File: config.mk
export PLATFORM = sky130hd
export DESIGN_NAME = plic_core
export DESIGN_NICKNAME = d
export VERILOG_FILES = /design/src/rtl/plic_pkg.sv /design/src/rtl/plic_gateway.sv /design/src/rtl/plic_ctx_arb.sv /design/src/rtl/plic_core.sv
export SDC_FILE = /design/constraint.sdc
export NUM_CORES = 1
export LEC_CHECK = 0
export BUFFER_PORTS_ARGS = -buffer_cell sky130_fd_sc_hd__clkbuf_2
export CORE_MARGIN = 3
export CORE_UTILIZATION = 30
export DETAILED_ROUTE_END_ITERATION = 6
export PLACE_DENSITY = 0.54
export SLEW_MARGIN = 20
export SYNTH_ARGS = -nofsm -noshare
export SYNTH_HDL_FRONTEND = slang
export SYNTH_SLANG_ARGS = --single-unit
File: constraint.sdc
create_clock -name clk -period 80.4 [get_ports clk]
set_clock_uncertainty 0.2 [all_clocks]
set_input_delay 12.06 -clock clk [delete_from_list [all_inputs] [get_ports clk]]
set_output_delay 12.06 -clock clk [all_outputs]
set_load 0.03 [all_outputs]
File: src/rtl/plic_pkg.sv
package plic_pkg;

    localparam logic [31:0] EN_BASE    = 32'h0000_2000;
    localparam logic [31:0] EN_STRIDE  = 32'h0000_0080;
    localparam logic [31:0] CTX_BASE   = 32'h0020_0000;
    localparam logic [31:0] CTX_STRIDE = 32'h0000_1000;
    localparam logic [31:0] CLAIM_OFS  = 32'h0000_0004;
    localparam int          MAX_CTX    = 16;

    typedef enum logic [2:0] {
        K_NONE,
        K_PRIO,
        K_EN,
        K_THR,
        K_CLAIM
    } kind_e;

    typedef struct packed {
        kind_e      kind;
        logic [3:0] ctx;
        logic [7:0] idx;
    } acc_t;

    function automatic acc_t decode_addr(input logic [31:0] a, input int nsrc, input int nctx);
        acc_t r;
        r.kind = K_NONE;
        r.ctx  = '0;
        r.idx  = '0;
        if (a[1:0] == 2'b00) begin
            if (a < 32'(4 * nsrc)) begin
                r.kind = K_PRIO;
                r.idx  = a[9:2];
            end
            for (int c = 0; c < MAX_CTX; c++) begin
                if (c < nctx) begin
                    if (a == EN_BASE + EN_STRIDE * 32'(c)) begin
                        r.kind = K_EN;
                        r.ctx  = 4'(c);
                    end
                    if (a == CTX_BASE + CTX_STRIDE * 32'(c)) begin
                        r.kind = K_THR;
                        r.ctx  = 4'(c);
                    end
                    if (a == CTX_BASE + CTX_STRIDE * 32'(c) + CLAIM_OFS) begin
                        r.kind = K_CLAIM;
                        r.ctx  = 4'(c);
                    end
                end
            end
        end
        return r;
    endfunction

endpackage

File: src/rtl/plic_gateway.sv
module plic_gateway #(
    parameter bit IS_EDGE = 1'b0
) (
    input  logic clk,
    input  logic rst,
    input  logic src_i,
    input  logic claim_i,
    input  logic done_i,
    output logic pend_o,
    output logic busy_o
);

    logic pend_q, busy_q, trig;

    generate
        if (IS_EDGE) begin : g_edge
            logic src_q, held_q, rise;
            assign rise = src_i & ~src_q;
            assign trig = rise | held_q;
            always_ff @(posedge clk) begin
                if (rst) begin
                    src_q  <= 1'b0;
                    held_q <= 1'b0;
                end else begin
                    src_q <= src_i;
                    if (rise && busy_q)
                        held_q <= 1'b1;
                    else if (!pend_q && !busy_q && trig)
                        held_q <= 1'b0;
                end
            end
        end else begin : g_level
            assign trig = src_i;
        end
    endgenerate

    always_ff @(posedge clk) begin
        if (rst) begin
            pend_q <= 1'b0;
            busy_q <= 1'b0;
        end else begin
            if (claim_i)
                pend_q <= 1'b0;
            else if (!pend_q && !busy_q && trig)
                pend_q <= 1'b1;

            if (claim_i)
                busy_q <= 1'b1;
            else if (done_i)
                busy_q <= 1'b0;
        end
    end

    assign pend_o = pend_q;
    assign busy_o = busy_q;

endmodule

File: src/rtl/plic_ctx_arb.sv
module plic_ctx_arb #(
    parameter int NUM_SRC = 32,
    parameter int PRIO_W  = 3,
    parameter int ID_W    = 5
) (
    input  logic [NUM_SRC-1:0]             pend_i,
    input  logic [NUM_SRC-1:0]             en_i,
    input  logic [NUM_SRC-1:0][PRIO_W-1:0] prio_i,
    input  logic [PRIO_W-1:0]              thr_i,
    output logic [ID_W-1:0]                win_id_o,
    output logic                           irq_o
);

    logic [PRIO_W-1:0] best_p;
    logic [ID_W-1:0]   best_id;

    always_comb begin
        best_p  = '0;
        best_id = '0;
        for (int i = 0; i < NUM_SRC; i++) begin
            if (pend_i[i] && en_i[i] && (prio_i[i] > thr_i) && (prio_i[i] > best_p)) begin
                best_p  = prio_i[i];
                best_id = ID_W'(i);
            end
        end
    end

    assign win_id_o = best_id;
    assign irq_o    = (best_id != '0);

endmodule

File: src/rtl/plic_core.sv
module plic_core
    import plic_pkg::*;
#(
    parameter int NUM_SRC   = 32,
    parameter int NUM_CTX   = 2,
    parameter int PRIO_W    = 3,
    parameter int EDGE_FROM = 16
) (
    input  logic               clk,
    input  logic               rst,
    input  logic [NUM_SRC-1:0] src_i,
    input  logic               bus_en,
    input  logic               bus_we,
    input  logic [31:0]        bus_addr,
    input  logic [31:0]        bus_wdata,
    output logic [31:0]        bus_rdata,
    output logic [NUM_CTX-1:0] irq_o
);

    localparam int ID_W  = $clog2(NUM_SRC);
    localparam int CTX_W = (NUM_CTX > 1) ? $clog2(NUM_CTX) : 1;

    logic [NUM_SRC-1:0][PRIO_W-1:0]  prio_q;
    logic [NUM_CTX-1:0][NUM_SRC-1:0] en_q;
    logic [NUM_CTX-1:0][PRIO_W-1:0]  thr_q;
    logic [NUM_SRC-1:0][CTX_W-1:0]   owner_q;
    logic [NUM_CTX-1:0][ID_W-1:0]    win_id;

    logic [NUM_SRC-1:0] pend_vec, busy_vec, claim_vec, done_vec;

    acc_t             acc;
    logic [CTX_W-1:0] cidx;
    logic [ID_W-1:0]  pidx, claim_id;
    logic             claim_go, done_go;
    logic [31:0]      rd_mux;

    assign acc      = decode_addr(bus_addr, NUM_SRC, NUM_CTX);
    assign cidx     = CTX_W'(acc.ctx);
    assign pidx     = ID_W'(acc.idx);
    assign claim_go = bus_en && !bus_we && (acc.kind == K_CLAIM);
    assign done_go  = bus_en &&  bus_we && (acc.kind == K_CLAIM);
    assign claim_id = win_id[cidx];

    generate
        for (genvar i = 0; i < NUM_SRC; i++) begin : g_src
            assign claim_vec[i] = claim_go && (i != 0) && (claim_id == ID_W'(i));
            assign done_vec[i]  = done_go && (bus_wdata == 32'(i)) && busy_vec[i]
                                  && (owner_q[i] == cidx);
            if (i == 0) begin : g_none
                assign pend_vec[i] = 1'b0;
                assign busy_vec[i] = 1'b0;
            end else begin : g_gw
                plic_gateway #(
                    .IS_EDGE(i >= EDGE_FROM)
                ) u_gw (
                    .clk    (clk),
                    .rst    (rst),
                    .src_i  (src_i[i]),
                    .claim_i(claim_vec[i]),
                    .done_i (done_vec[i]),
                    .pend_o (pend_vec[i]),
                    .busy_o (busy_vec[i])
                );
            end
        end

        for (genvar c = 0; c < NUM_CTX; c++) begin : g_ctx
            plic_ctx_arb #(
                .NUM_SRC(NUM_SRC),
                .PRIO_W (PRIO_W),
                .ID_W   (ID_W)
            ) u_arb (
                .pend_i  (pend_vec),
                .en_i    (en_q[c]),
                .prio_i  (prio_q),
                .thr_i   (thr_q[c]),
                .win_id_o(win_id[c]),
                .irq_o   (irq_o[c])
            );
        end
    endgenerate

    always_comb begin
        rd_mux = '0;
        case (acc.kind)
            K_PRIO:  rd_mux = 32'(prio_q[pidx]);
            K_EN:    rd_mux = 32'(en_q[cidx]);
            K_THR:   rd_mux = 32'(thr_q[cidx]);
            K_CLAIM: rd_mux = 32'(claim_id);
            default: rd_mux = '0;
        endcase
    end

    always_ff @(posedge clk) begin
        if (rst) begin
            prio_q    <= '0;
            en_q      <= '0;
            thr_q     <= '0;
            owner_q   <= '0;
            bus_rdata <= '0;
        end else begin
            if (bus_en && bus_we) begin
                case (acc.kind)
                    K_PRIO:  if (pidx != '0) prio_q[pidx] <= bus_wdata[PRIO_W-1:0];
                    K_EN:    en_q[cidx]  <= bus_wdata[NUM_SRC-1:0] & ~NUM_SRC'(1);
                    K_THR:   thr_q[cidx] <= bus_wdata[PRIO_W-1:0];
                    default: ;
                endcase
            end
            if (claim_go && (claim_id != '0))
                owner_q[claim_id] <= cidx;
            if (bus_en && !bus_we)
                bus_rdata <= rd_mux;
        end
    end

endmodule

==> metrics.yaml <==
sta:
  relSlewSlack_pct: 26.6
  setup_violations: 0
  slew_violations: 0
  rsz0062_at_grt: "no"
  setup_tns_ps: 0
  period_minus_slack_ps: 59580
  fin_hold_ws_ps: 260
  min_period_over_period_pct: 74.1
  worst_pin_slew_ps: 1100
  finalHoldViolCount: 0
  fmax_ghz: 0.0168
global_route:
  grtUsageTotal_pct: 22.0
  grt_pass1_vias: 25400
  antenna_found_initial: 16
  grt_pass1_wl_um: 160000
  overflow: 0
  grt_max_degree: 115
clocking:
  cts_tree: "built"
  cts_buffers: 37
  clk_latency_ps: 580
  cts_resized: 0
  h-tree-depth: 2
  clockBufferDepth: 3
  cts_root_buf: "clkbuf_16"
  cts.sinks: 321
  post_cts_buffers: 0
  path_clk_slew_ps: 70
  ctsHoldBuffers: 0
finish:
  n_fill_cell: 9418
  area_delta_synth_final_pct: 11.1
  instances_no_fill: 4878
  drive_gt1_share_pct: 9.55
  final_common_cell: "nand2_1"
  final_cell_mix: "nand2_1, a21oi_1, dfxtp_1, nor2_1, ha_1"
  finalNetCount: 4043
detailed_routing:
  routedWlPerCell_um: 22.0
  drt_wl_total_um: 107000
  route.detailed.drc: 0
  via_per_inst: 5.73
  detail-route-antenna-nets: 0
  first_pass_iters: 5
  initialDrtViolationCount: 2678
  vias: 27900
synth:
  seq_area_frac_synth_pct: 23.8
  mappedNetlistArea_um2: 27000
  synth_nets: 4013
  ys_seq_elements: 321
  synthDistinctLibCells: 112
  synth-edff-count: 0
  yosys_warnings: 0
  postSynthAreaPerCell_um2: 7.40
  synth_ff_type: "dfxtp_1"
  async_flop_share_pct: 0
  netlist_instances: 3649
floorplanning:
  initial_utilization_pct: 30.4
  die-area_um2: 93700
  core_area_um2: 88800
  rows: 109
  dieWidth_um: 306
  io_pins: 134
  dieHeight_um: 306
place:
  hpwl_um: 80700
  dp.cells: 4805
  numPortBuffers: 132
  gp_congestion: 0.922
setup_path:
  cp_top_family: "simple AND/OR/NAND/NOR gates"
  critPathBufInv: 5
  worstPathRequired_ps: 68140
  end_kind: "output port"
  timing.critical_path.slowest_cell_delay_ps: 670
  critical_path_class: "flop to output port"
  critPathSlowestCell: "nor3_1"
  cp-start-kind: "flop"
  arrival_ps: 47320
  cp_max_fo: 21
power_and_ir_drop:
  p_leak_nw: 11.5
  power_density_nw_per_um2: 11.8
  ir_drop_uv: 13.9
flow_run:
  maxCapViolations: 0
hold_path:
  hold_class: "flop to flop"
outcome:
  status: "finished, final reports clean"
-- synth_stat cells (all sizes together) (31+ instances only) --
cell,n,area [um^2]
a21o,58,435
a21oi,381,1930
a22oi,41,318
a31oi,50,313
and2,54,338
buf,35,179
clkbuf,141,529
dfxtp,321,6430
ha,264,3300
inv,153,574
mux2i,53,531
nand2,559,2100
nand3,163,816
nand4,52,325
nor2,280,1050
nor2b,78,488
nor3,74,395
nor4,31,215
o211a,33,330
o211ai,31,251
o21ai,197,1000
o31ai,44,358
-- power breakdown --
group / total, W / internal (W) / leakage (nW) / switching (W)
Combinational: 0.0000155 / 0.00000483 / 8.27 / 0.0000106
Sequential: 0.000164 / 0.000161 / 2.60 / 0.00000296
Clock: 0.000174 / 0.0000998 / 0.590 / 0.0000742
Total: 0.000353 / 0.000265 / 11.5 / 0.0000878
-- sequential cells by signal (all words and copies together), names as in the netlist --
| name | cells |
|---|---|
| g_src.g_gw.u_gw.busy_o | 31 |
| g_src.g_gw.u_gw.g_edge.src_q | 16 |
| bus_rdata | 32 |
| thr_q | 6 |
| en_q | 62 |
| g_src.g_gw.u_gw.pend_o | 31 |
| owner_q | 31 |
| g_src.g_gw.u_gw.g_edge.held_q | 16 |
| prio_q | 96 |
-- tightest hold or removal path: cells and delay by family, from the launching register on --
kind | cells | cell delay, ps
simple gates | 1 | 50
compound gates | 1 | 60
flops | 1 | 310
-- final cells by class --
| class | instances | area, um^2 | area share [%] |
|---|---|---|---|
| Multi-Input combinational cell | 2998 | 19400 | 64.5 |
| Inverter | 154 | 578 | 1.93 |
| Clock inverter | 11 | 136 | 0.454 |
| Antenna cell | 5 | 12.5 | 0.0417 |
| Clock buffer | 57 | 1080 | 3.60 |
| Sequential cell | 321 | 6430 | 21.4 |
| Timing Repair Buffer | 167 | 953 | 3.18 |
| Tap cell | 1165 | 1460 | 4.86 |
-- cells by family after synthesis --
logic type,count (synthesis),share of synthesized area (%)
AOI/OAI and AO/OA,1129,27.8
xor gates and xnor gates,32,1.04
adders and majority gates,284,13.0
buffers and inverters,330,4.76
DFF,321,23.8
muxes,86,3.73
and+or+nand+nor,1467,25.9
-- final timing paths --
check,cells past startpoint,end,slack (ps),startpoint
worst max-delay path,206,irq_o[1],20820,thr_q[3]
worst min-delay path,2,g_src[30].g_gw.u_gw.g_edge.held_q,260,g_src[30].g_gw.u_gw.g_edge.held_q
worst max register to register,208,owner_q[3],32080,thr_q[3]
worst min register to register,2,g_src[30].g_gw.u_gw.g_edge.held_q,260,g_src[30].g_gw.u_gw.g_edge.held_q
-- per-stage QoR --
step / util [%] / setup WS (ps) / instance area (um^2) / total power, W
after floorplan: - / 27970 / 27000 / 0.000173
after global placement: 32.4 / 22300 / 28700 / 0.000182
after detailed placement: 32.4 / 22070 / 28800 / 0.000182
after CTS: 33.8 / 21220 / 30000 / 0.000356
after global routing: 33.8 / 16820 / 30000 / 0.000364
final: 33.8 / 20820 / 30000 / 0.000353
-- metal layers --
metal  wire length, um  GRT usage [%]  up-vias
li1                  -              -    13500
met1             49100           31.0    13300
met2             47000           34.7      999
met3              8690           3.94      134
met4              2520           5.22        4
met5                27              0        -
No activity file was read; power rests on OpenSTA's default activity.
